<file path="config.mk">
export PLATFORM = sky130hd
export DESIGN_NAME = dskdma_engine
export DESIGN_NICKNAME = d
export VERILOG_FILES = /design/src/rtl/dskdma_pkg.sv /design/src/rtl/dskdma_hostregs.sv /design/src/rtl/dskdma_bytecnt.sv /design/src/rtl/dskdma_reqgen.sv /design/src/rtl/dskdma_engine.sv
export SDC_FILE = /design/constraint.sdc
export NUM_CORES = 1
export LEC_CHECK = 0
export CELL_PAD_IN_SITES_DETAIL_PLACEMENT = 2
export CELL_PAD_IN_SITES_GLOBAL_PLACEMENT = 2
export CORE_MARGIN = 5
export CORE_UTILIZATION = 30
export CTS_CLUSTER_SIZE = 28
export DETAILED_ROUTE_END_ITERATION = 8
export GPL_TIMING_DRIVEN = 0
export HOLD_SLACK_MARGIN = 0.12
export PLACE_DENSITY_LB_ADDON = 0.1
export SLEW_MARGIN = 10
export SYNTH_ARGS = -nofsm -noshare
export SYNTH_HDL_FRONTEND = slang
export SYNTH_HIERARCHICAL = 1
export SYNTH_SLANG_ARGS = --single-unit
</file>
<file path="constraint.sdc">
create_clock -name clk -period 2 [get_ports clk]
set_input_delay 0.2 -clock clk [delete_from_list [all_inputs] [get_ports clk]]
set_output_delay 0.2 -clock clk [all_outputs]
set_load 0.1 [all_outputs]
</file>
<file path="src/rtl/dskdma_pkg.sv">
package dskdma_pkg;
  localparam int BYTE_W = 8;
  localparam int CTRL_W = 4;

  typedef enum logic {
    PORT_INDEX = 1'b0,
    PORT_DATA  = 1'b1
  } host_port_e;

  // bit 0 controller reset, bit 1 irq enable, bit 2 increment, bit 3 ROM load
  typedef struct packed {
    logic rom_load;
    logic inc_en;
    logic irq_en;
    logic dev_reset;
  } dskdma_ctrl_t;
endpackage

</file>
<file path="src/rtl/dskdma_hostregs.sv">
module dskdma_hostregs import dskdma_pkg::*; #(
  parameter int IDX_W    = 3,
  parameter int IDX_CTRL = 4
) (
  input  logic              clk,
  input  logic              rst,
  input  logic              host_we,
  input  logic              host_port,
  input  logic [IDX_W-1:0]  idx_wdata,
  input  logic [CTRL_W-1:0] ctrl_wdata,
  output logic [IDX_W-1:0]  idx_q,
  output logic              data_we,
  output dskdma_ctrl_t      ctrl_q
);
  logic idx_we;

  assign idx_we  = host_we && (host_port == PORT_INDEX);
  assign data_we = host_we && (host_port == PORT_DATA);

  always_ff @(posedge clk) begin
    if (rst) begin
      idx_q  <= '0;
      ctrl_q <= '0;
    end else begin
      if (idx_we) idx_q <= idx_wdata;
      if (data_we && (idx_q == IDX_W'(IDX_CTRL))) ctrl_q <= dskdma_ctrl_t'(ctrl_wdata);
    end
  end
endmodule

</file>
<file path="src/rtl/dskdma_bytecnt.sv">
module dskdma_bytecnt import dskdma_pkg::*; #(
  parameter int W     = 16,
  parameter int IDX_W = 3,
  parameter int BASE  = 0
) (
  input  logic              clk,
  input  logic              rst,
  input  logic              wr_en,
  input  logic [IDX_W-1:0]  wr_idx,
  input  logic [BYTE_W-1:0] wr_data,
  input  logic              step,
  output logic [W-1:0]      q,
  output logic              loaded
);
  localparam int NB = (W + BYTE_W - 1) / BYTE_W;

  logic [W-1:0]  stepped;
  logic [W-1:0]  nxt;
  logic [NB-1:0] lane_hit;

  assign stepped = q + {{(W-1){1'b0}}, step};

  // One preset strobe per byte lane; a host byte write wins over the step.
  generate
    for (genvar b = 0; b < NB; b++) begin : g_lane
      localparam int LO = b * BYTE_W;
      localparam int HI = (LO + BYTE_W > W) ? W - 1 : LO + BYTE_W - 1;
      assign lane_hit[b] = wr_en && (wr_idx == IDX_W'(BASE + b));
      assign nxt[HI:LO]  = lane_hit[b] ? wr_data[HI-LO:0] : stepped[HI:LO];
    end
  endgenerate

  assign loaded = |lane_hit;

  always_ff @(posedge clk) begin
    if (rst) q <= '0;
    else     q <= nxt;
  end
endmodule

</file>
<file path="src/rtl/dskdma_reqgen.sv">
module dskdma_reqgen #(
  parameter int SYNC_STAGES = 2
) (
  input  logic clk,
  input  logic rst,
  input  logic fifo_req,
  input  logic rom_mode,
  input  logic stop,
  input  logic dma_grant,
  output logic dma_req,
  output logic take,
  output logic cyc
);
  logic [SYNC_STAGES-1:0] sync_q;
  logic                   src;

  assign src  = rom_mode ? !stop : sync_q[SYNC_STAGES-1];
  assign take = dma_req && dma_grant;

  always_ff @(posedge clk) begin
    if (rst) begin
      sync_q  <= '0;
      dma_req <= 1'b0;
      cyc     <= 1'b0;
    end else begin
      sync_q[0] <= fifo_req;
      for (int i = 1; i < SYNC_STAGES; i++) sync_q[i] <= sync_q[i-1];
      cyc <= take;
      // the granted cycle is never directly followed by another;
      // in ROM mode also wait for the counter update before asking again
      dma_req <= src && !take && !(rom_mode && cyc);
    end
  end
endmodule

</file>
<file path="src/rtl/dskdma_engine.sv">
module dskdma_engine import dskdma_pkg::*; #(
  parameter int ADDR_W      = 16,
  parameter int CNT_W       = 16,
  parameter int DEV_AW      = 3,
  parameter int ROM_AW      = 12,
  parameter int SYNC_STAGES = 2,
  parameter int IDX_W       = 3
) (
  input  logic              clk,
  input  logic              rst,
  input  logic              host_we,
  input  logic              host_port,
  input  logic [BYTE_W-1:0] host_wdata,
  input  logic [DEV_AW-1:0] host_dev_addr,
  input  logic              fifo_req,
  input  logic              dma_grant,
  input  logic              ctrl_irq,
  output logic              dma_req,
  output logic              dma_claim,
  output logic              mem_valid,
  output logic [ADDR_W-1:0] mem_addr,
  output logic [ROM_AW-1:0] rom_addr,
  output logic [DEV_AW-1:0] ctl_addr,
  output logic              xfer_done,
  output logic              bus_irq,
  output logic              ctrl_reset
);
  localparam int ADDR_BYTES = (ADDR_W + BYTE_W - 1) / BYTE_W;
  localparam int CNT_BYTES  = (CNT_W + BYTE_W - 1) / BYTE_W;
  localparam int IDX_ADDR   = 0;
  localparam int IDX_CNT    = IDX_ADDR + ADDR_BYTES;
  localparam int IDX_CTRL   = IDX_CNT + CNT_BYTES;

  logic [IDX_W-1:0]  idx_q;
  logic              data_we;
  dskdma_ctrl_t      ctrl_q;
  logic [ADDR_W-1:0] addr_q;
  logic [CNT_W-1:0]  cnt_q;
  logic              addr_loaded;
  logic              cnt_loaded;
  logic              cnt_tc;
  logic              done_q;
  logic              stop;
  logic              take;
  logic              cyc;

  dskdma_hostregs #(.IDX_W(IDX_W), .IDX_CTRL(IDX_CTRL)) u_regs (
    .clk        (clk),
    .rst        (rst),
    .host_we    (host_we),
    .host_port  (host_port),
    .idx_wdata  (host_wdata[IDX_W-1:0]),
    .ctrl_wdata (host_wdata[CTRL_W-1:0]),
    .idx_q      (idx_q),
    .data_we    (data_we),
    .ctrl_q     (ctrl_q)
  );

  dskdma_bytecnt #(.W(ADDR_W), .IDX_W(IDX_W), .BASE(IDX_ADDR)) u_addr (
    .clk     (clk),
    .rst     (rst),
    .wr_en   (data_we),
    .wr_idx  (idx_q),
    .wr_data (host_wdata),
    .step    (cyc && ctrl_q.inc_en),
    .q       (addr_q),
    .loaded  (addr_loaded)
  );

  dskdma_bytecnt #(.W(CNT_W), .IDX_W(IDX_W), .BASE(IDX_CNT)) u_cnt (
    .clk     (clk),
    .rst     (rst),
    .wr_en   (data_we),
    .wr_idx  (idx_q),
    .wr_data (host_wdata),
    .step    (cyc),
    .q       (cnt_q),
    .loaded  (cnt_loaded)
  );

  // terminal count of the inverted-length counter, made sticky by done_q
  assign cnt_tc = &cnt_q;
  assign stop   = cnt_tc || done_q;

  dskdma_reqgen #(.SYNC_STAGES(SYNC_STAGES)) u_req (
    .clk       (clk),
    .rst       (rst),
    .fifo_req  (fifo_req),
    .rom_mode  (ctrl_q.rom_load),
    .stop      (stop),
    .dma_grant (dma_grant),
    .dma_req   (dma_req),
    .take      (take),
    .cyc       (cyc)
  );

  assign dma_claim  = cyc;
  assign xfer_done  = done_q;
  assign ctrl_reset = ctrl_q.dev_reset;
  assign rom_addr   = addr_q[ROM_AW-1:0];

  always_ff @(posedge clk) begin
    if (rst) begin
      done_q    <= 1'b0;
      mem_valid <= 1'b0;
      mem_addr  <= '0;
      ctl_addr  <= '0;
      bus_irq   <= 1'b0;
    end else begin
      if (addr_loaded || cnt_loaded) done_q <= 1'b0;
      else if (cnt_tc)               done_q <= 1'b1;
      mem_valid <= take && !stop;
      if (take) mem_addr <= addr_q;
      ctl_addr  <= take ? '0 : host_dev_addr;
      bus_irq   <= ctrl_irq && ctrl_q.irq_en;
    end
  end
endmodule

</file>
# After elaboration in Yosys (flattened, before gate mapping)
# Index checks and enable logic that the tools add are counted.
dict set report word_totals {
  reg_bits 65
  output_inout_bits 37
  elab_cells 52
}
dict set report op_classes {
  addsub 2
  eq_ne 4
  muxes 5
  bitwise 1
  reduce_logical 25
}
# operator count
set ops {}
lappend ops {{$add 16x1->16} 2}
lappend ops {{$mux 8} 4}
lappend ops {{$reduce_and 16->1} 1}
lappend ops {{$logic_and 1x1->1} 14}
lappend ops {{$reduce_or 2->1} 4}
lappend ops {{$eq 3x2->1 const B} 2}
lappend ops {{$eq 3x1->1 const B} 1}
lappend ops {{$eq 3x3->1 const B} 1}
lappend ops {{$logic_not 1->1} 3}
lappend ops {{$logic_not 3->1} 1}
lappend ops {{$logic_or 1x1->1} 2}
lappend ops {{$mux 1} 1}
lappend ops {{$not 1->1} 1}

# Depth between registers and ports, before layout
dict set report depth {
  ltp_word 6
  depth_mapped 7
  mapped_depth_nobuf 7
}

# By module
# Netlist, hierarchy kept.
# mod n_inst cells_per_inst area_per_inst_um2
set by_module_without_submodules {}
lappend by_module_without_submodules {{dskdma_bytecnt (u_cnt)} 1 99 915.9}
lappend by_module_without_submodules {{dskdma_bytecnt (u_addr)} 1 98 910.9}
lappend by_module_without_submodules {dskdma_engine 1 73 794.5}
lappend by_module_without_submodules {dskdma_hostregs 1 31 305.3}
lappend by_module_without_submodules {dskdma_reqgen 1 11 132.6}

# Least setup slack after synthesis
# OpenSTA, ideal clock, no wires.
dict set report synth_timing {
  path_type {reg-to-reg}
  start {register u_req.cyc}
  end {register u_addr.q[14]}
  setup_ps 139
  arrival_time_ps 2341
  required_ps 1861
  setup_slack_ps -480
  stages_incl_launch_ff 8
  synth_period_minus_slack_ps 2480
  cell_sequence {dfxtp_1 and2_1 ha_1 ha_1 nand4_2 nor4_2 xnor2_1 a211oi_2}
}
dict set report synth_between {
  elab_chain_len 3
}
# element line
set synth_lines {}
lappend synth_lines {{from (decl)} dskdma_reqgen.sv:12} ;# output logic cyc
lappend synth_lines {{from (signal assigned)} dskdma_reqgen.sv:28} ;# cyc <= take;
lappend synth_lines {{$logic_and 1x1->1} dskdma_engine.sv:65} ;# .step (cyc && ctrl_q.inc_en),
lappend synth_lines {{$add 16x1->16} dskdma_bytecnt.sv:21} ;# assign stepped = q + {{(W-1){1'b0}}, step};
lappend synth_lines {{$mux 8} dskdma_bytecnt.sv:29} ;# assign nxt[HI:LO] = lane_hit[b] ? wr_data[HI-LO:0] : stepped[HI:LO];
lappend synth_lines {{to (signal assigned)} dskdma_bytecnt.sv:37} ;# else q <= nxt;
lappend synth_lines {{to (decl)} dskdma_bytecnt.sv:12} ;# output logic [W-1:0] q,
# No other way between the ends.
# A chain may end at the register's enable or synchronous reset.

# Worst setup path after layout
dict set report layout_timing {
  start {register u_addr.q[11]}
  end {output rom_addr[11]}
}
# element line
set layout_rtl {}
lappend layout_rtl {{to (decl)} dskdma_engine.sv:22} ;# output logic [ROM_AW-1:0] rom_addr,
# No word-level cell between the ends.

==> results_dict.tcl <==
set metrics [dict create \
    ys_seq_area_frac 0.425 \
    clock_skew_ps 6.70 \
    fin_tns_setup_ps 0 \
    syn_to_final_growth_pct 30.2 \
    ys_types 37 \
    critPathMaxStageDelay_ps 870 \
    cts_sinks 65 \
    cts_hold_buf 0 \
    grt_max_degree 11 \
    dr_total_vias 2482 \
    cts_tree "done" \
    layout_common_cells "nor2_1 (60), dfxtp_1 (54), dlygate4sd2_1 (34), mux2i_1 (27), xnor2_1 (23)" \
    slowest_stage "clkdlybuf4s15_1" \
    first_global_vias 2803 \
    grt_pass1_wl_um 15400 \
    path_cells "clkdlybuf4s15_1" \
    core_sq_um 9860 \
    p_leak_nw 1.50 \
    ys_async_sr_fraction 0 \
    viasPerCell 4.82 \
    cts-buffers-inserted 9 \
    fin_crit_sh 0.945 \
    cts.htree.levels 3 \
    endpoint_kind "primary output" \
    final_common_cell "nor2_1" \
    max_freq_ghz 0.529 \
    hold_slack_ps 381 \
    power_mw 2.90 \
    clkSlewWorstSetupHoldPaths_ps 70 \
    grt_overflow_total 0 \
    antenna_found_initial 0 \
    synth_area_sq_um 3060 \
    grtUsageTotal 0.159 \
    drive_gt1_frac 0.173 \
    fillCellCount 1068 \
    status "finished, final reports clean" \
    crit_fanout 5 \
    seq_area_sq_um 1320 \
    critical_path_arrival_ps 1690 \
    worstMarginPinSlew_ps 979 \
    cts_buffer_depth 2 \
    hold_depth 3 \
    post_cts_buffers 0 \
    ios 55 \
    post-route-min-period_ps 1890 \
    syn_inst 312 \
    dp_hpwl_um 6730 \
    clock-root-buffer "clkbuf_8" \
    nNetsFinal 399 \
    critPathBufInv 1 \
    port_buffers 54 \
    synth_ff_type "dfxtp_1" \
    crit_family "buffers and inverters" \
    drt_wl_total_um 9310 \
    power.density_nw_per_um2 728 \
    fin_util 0.404 \
    placed_cells 499 \
    critical_path_class "reg2out" \
    cp-start-kind "register" \
    start_util 0.310 \
    die_w_um 111 \
    drt_first_pass_iters 4 \
    wl_per_cell_um 18.1 \
    dieArea_sq_um 12300 \
    ir_worst_vdd_uv 331 \
    instances_no_fill 515 \
    ys_ff_latch 65 \
    rsz0062_at_grt "yes" \
    setup_viol 0 \
    yosys_warnings 6 \
    critPathRequiredTime_ps 1800 \
    hold_path_class "in2reg" \
    gp_congestion 0.785 \
    hold_viol 0 \
    n_antenna_cell 0 \
    row_count 36 \
    max_cap_viol_count 0 \
    ant_nets 0 \
    drc_errors 0 \
    clk_latency_ps 350 \
    maxSlewViolCount 0 \
    drt_iter0_drc 72 \
    reg2reg_depth 7 \
    syn-num-nets 334 \
    multi_input_area_sq_um 1710 \
    synth_edf_count 0 \
    die_y_um 111 \
    avgSynthCellArea_sq_um 9.81 \
    slew-limit-headroom 0.350 \
    cp.depth 1 \
]
[cells in the mapped netlist, types with 2 or more instances]
library cell / instances / share of area
inv_1: 7 / 0.0086
xnor2_1: 23 / 0.066
buf_2: 3 / 0.0049
nor4_2: 8 / 0.033
xor2_1: 4 / 0.011
nand2_1: 9 / 0.011
nor2b_1: 4 / 0.0082
dfxtp_1: 65 / 0.43
nand4_4: 4 / 0.028
clkbuf_1: 8 / 0.0098
ha_1: 4 / 0.016
or3_1: 2 / 0.0041
a211oi_2: 10 / 0.041
nand2b_1: 10 / 0.020
nor2_1: 60 / 0.074
mux2i_1: 27 / 0.088
nand4_1: 7 / 0.014
nor3_1: 8 / 0.013
nand3_1: 8 / 0.013
a211oi_1: 18 / 0.044
and2_1: 5 / 0.010
buf_1: 3 / 0.0037
[layout make-up]
cell class	instances	area share
flip-flops and latches	65	0.331
repair buffers	54	0.122
inverters	7	0.00660
multi-input cells	224	0.428
clock buffers	14	0.0433
well taps	133	0.0418
clock inverters	2	0.00879
plain buffers	16	0.0176
[sequential cells by signal (all words and copies together) (netlist names)]
| register | flops |
|---|---|
| mem_addr | 16 |
| u_addr/q | 16 |
| u_cnt/q | 16 |
| u_regs/ctrl_q | 4 |
| ctl_addr | 3 |
| u_regs/idx_q | 3 |
| u_req/sync_q | 2 |
| bus_irq | 1 |
| mem_valid | 1 |
| u_req/cyc | 1 |
| u_req/dma_req | 1 |
| xfer_done | 1 |
[repair_timing]
action | in CTS | in global routing
endpoints found under the hold margin | 0 | 0
resized for setup | 43 | 7
endpoints found under the setup margin | 40 | 7
cloned | 0 | 0
[cells by family (layout without fill, tap and decap cells)]
group,Yosys count,after routing,synth area share
AND/OR/NAND/NOR,135,135,0.267
flip-flops,65,65,0.425
AO/OA/AOI/OAI,31,31,0.0949
XOR/XNOR,27,27,0.0773
multiplexers,27,27,0.0883
buffers and inverters,23,93,0.0311
adder cells (fa/ha/maj),4,4,0.0164
[report_power, final]
part           switching [mW]  internal [mW]  total [mW]
clock                   0.524          0.678        1.20
combinational           0.235         0.0942       0.329
sequential             0.0461           1.32        1.37
[metrics by stage]
step | setup slack [ps] | cell area, sq um
after floorplan | 41.5 | 3080
after global placement | -213 | 3780
after detailed placement | -238 | 3780
after CTS | 2.90 | 3970
after global routing | 9.21 | 3980
final | 111 | 3980
[routing by layer]
layer	up-vias	part of all wire	global-route usage
li1	1215	-	-
met2	40	0.52	0.280
met1	1221	0.44	0.187
met4	0	0.0085	0.0443
met5	-	0	0
met3	6	0.032	0.0475
[final timing paths]
check,from,end,slack (ps)
setup / recovery,u_addr/q[11]$_SDFF_PP0_,rom_addr[11],110
hold reg to reg,u_regs/ctrl_q[1]$_SDFFE_PP0P_,bus_irq$_SDFF_PP0_,430
hold / removal,ctrl_irq,bus_irq$_SDFF_PP0_,380
setup reg to reg,u_req/cyc$_SDFF_PP0_,u_addr/q[14]$_SDFF_PP0_,130
Power figures use the tool's default switching activity.
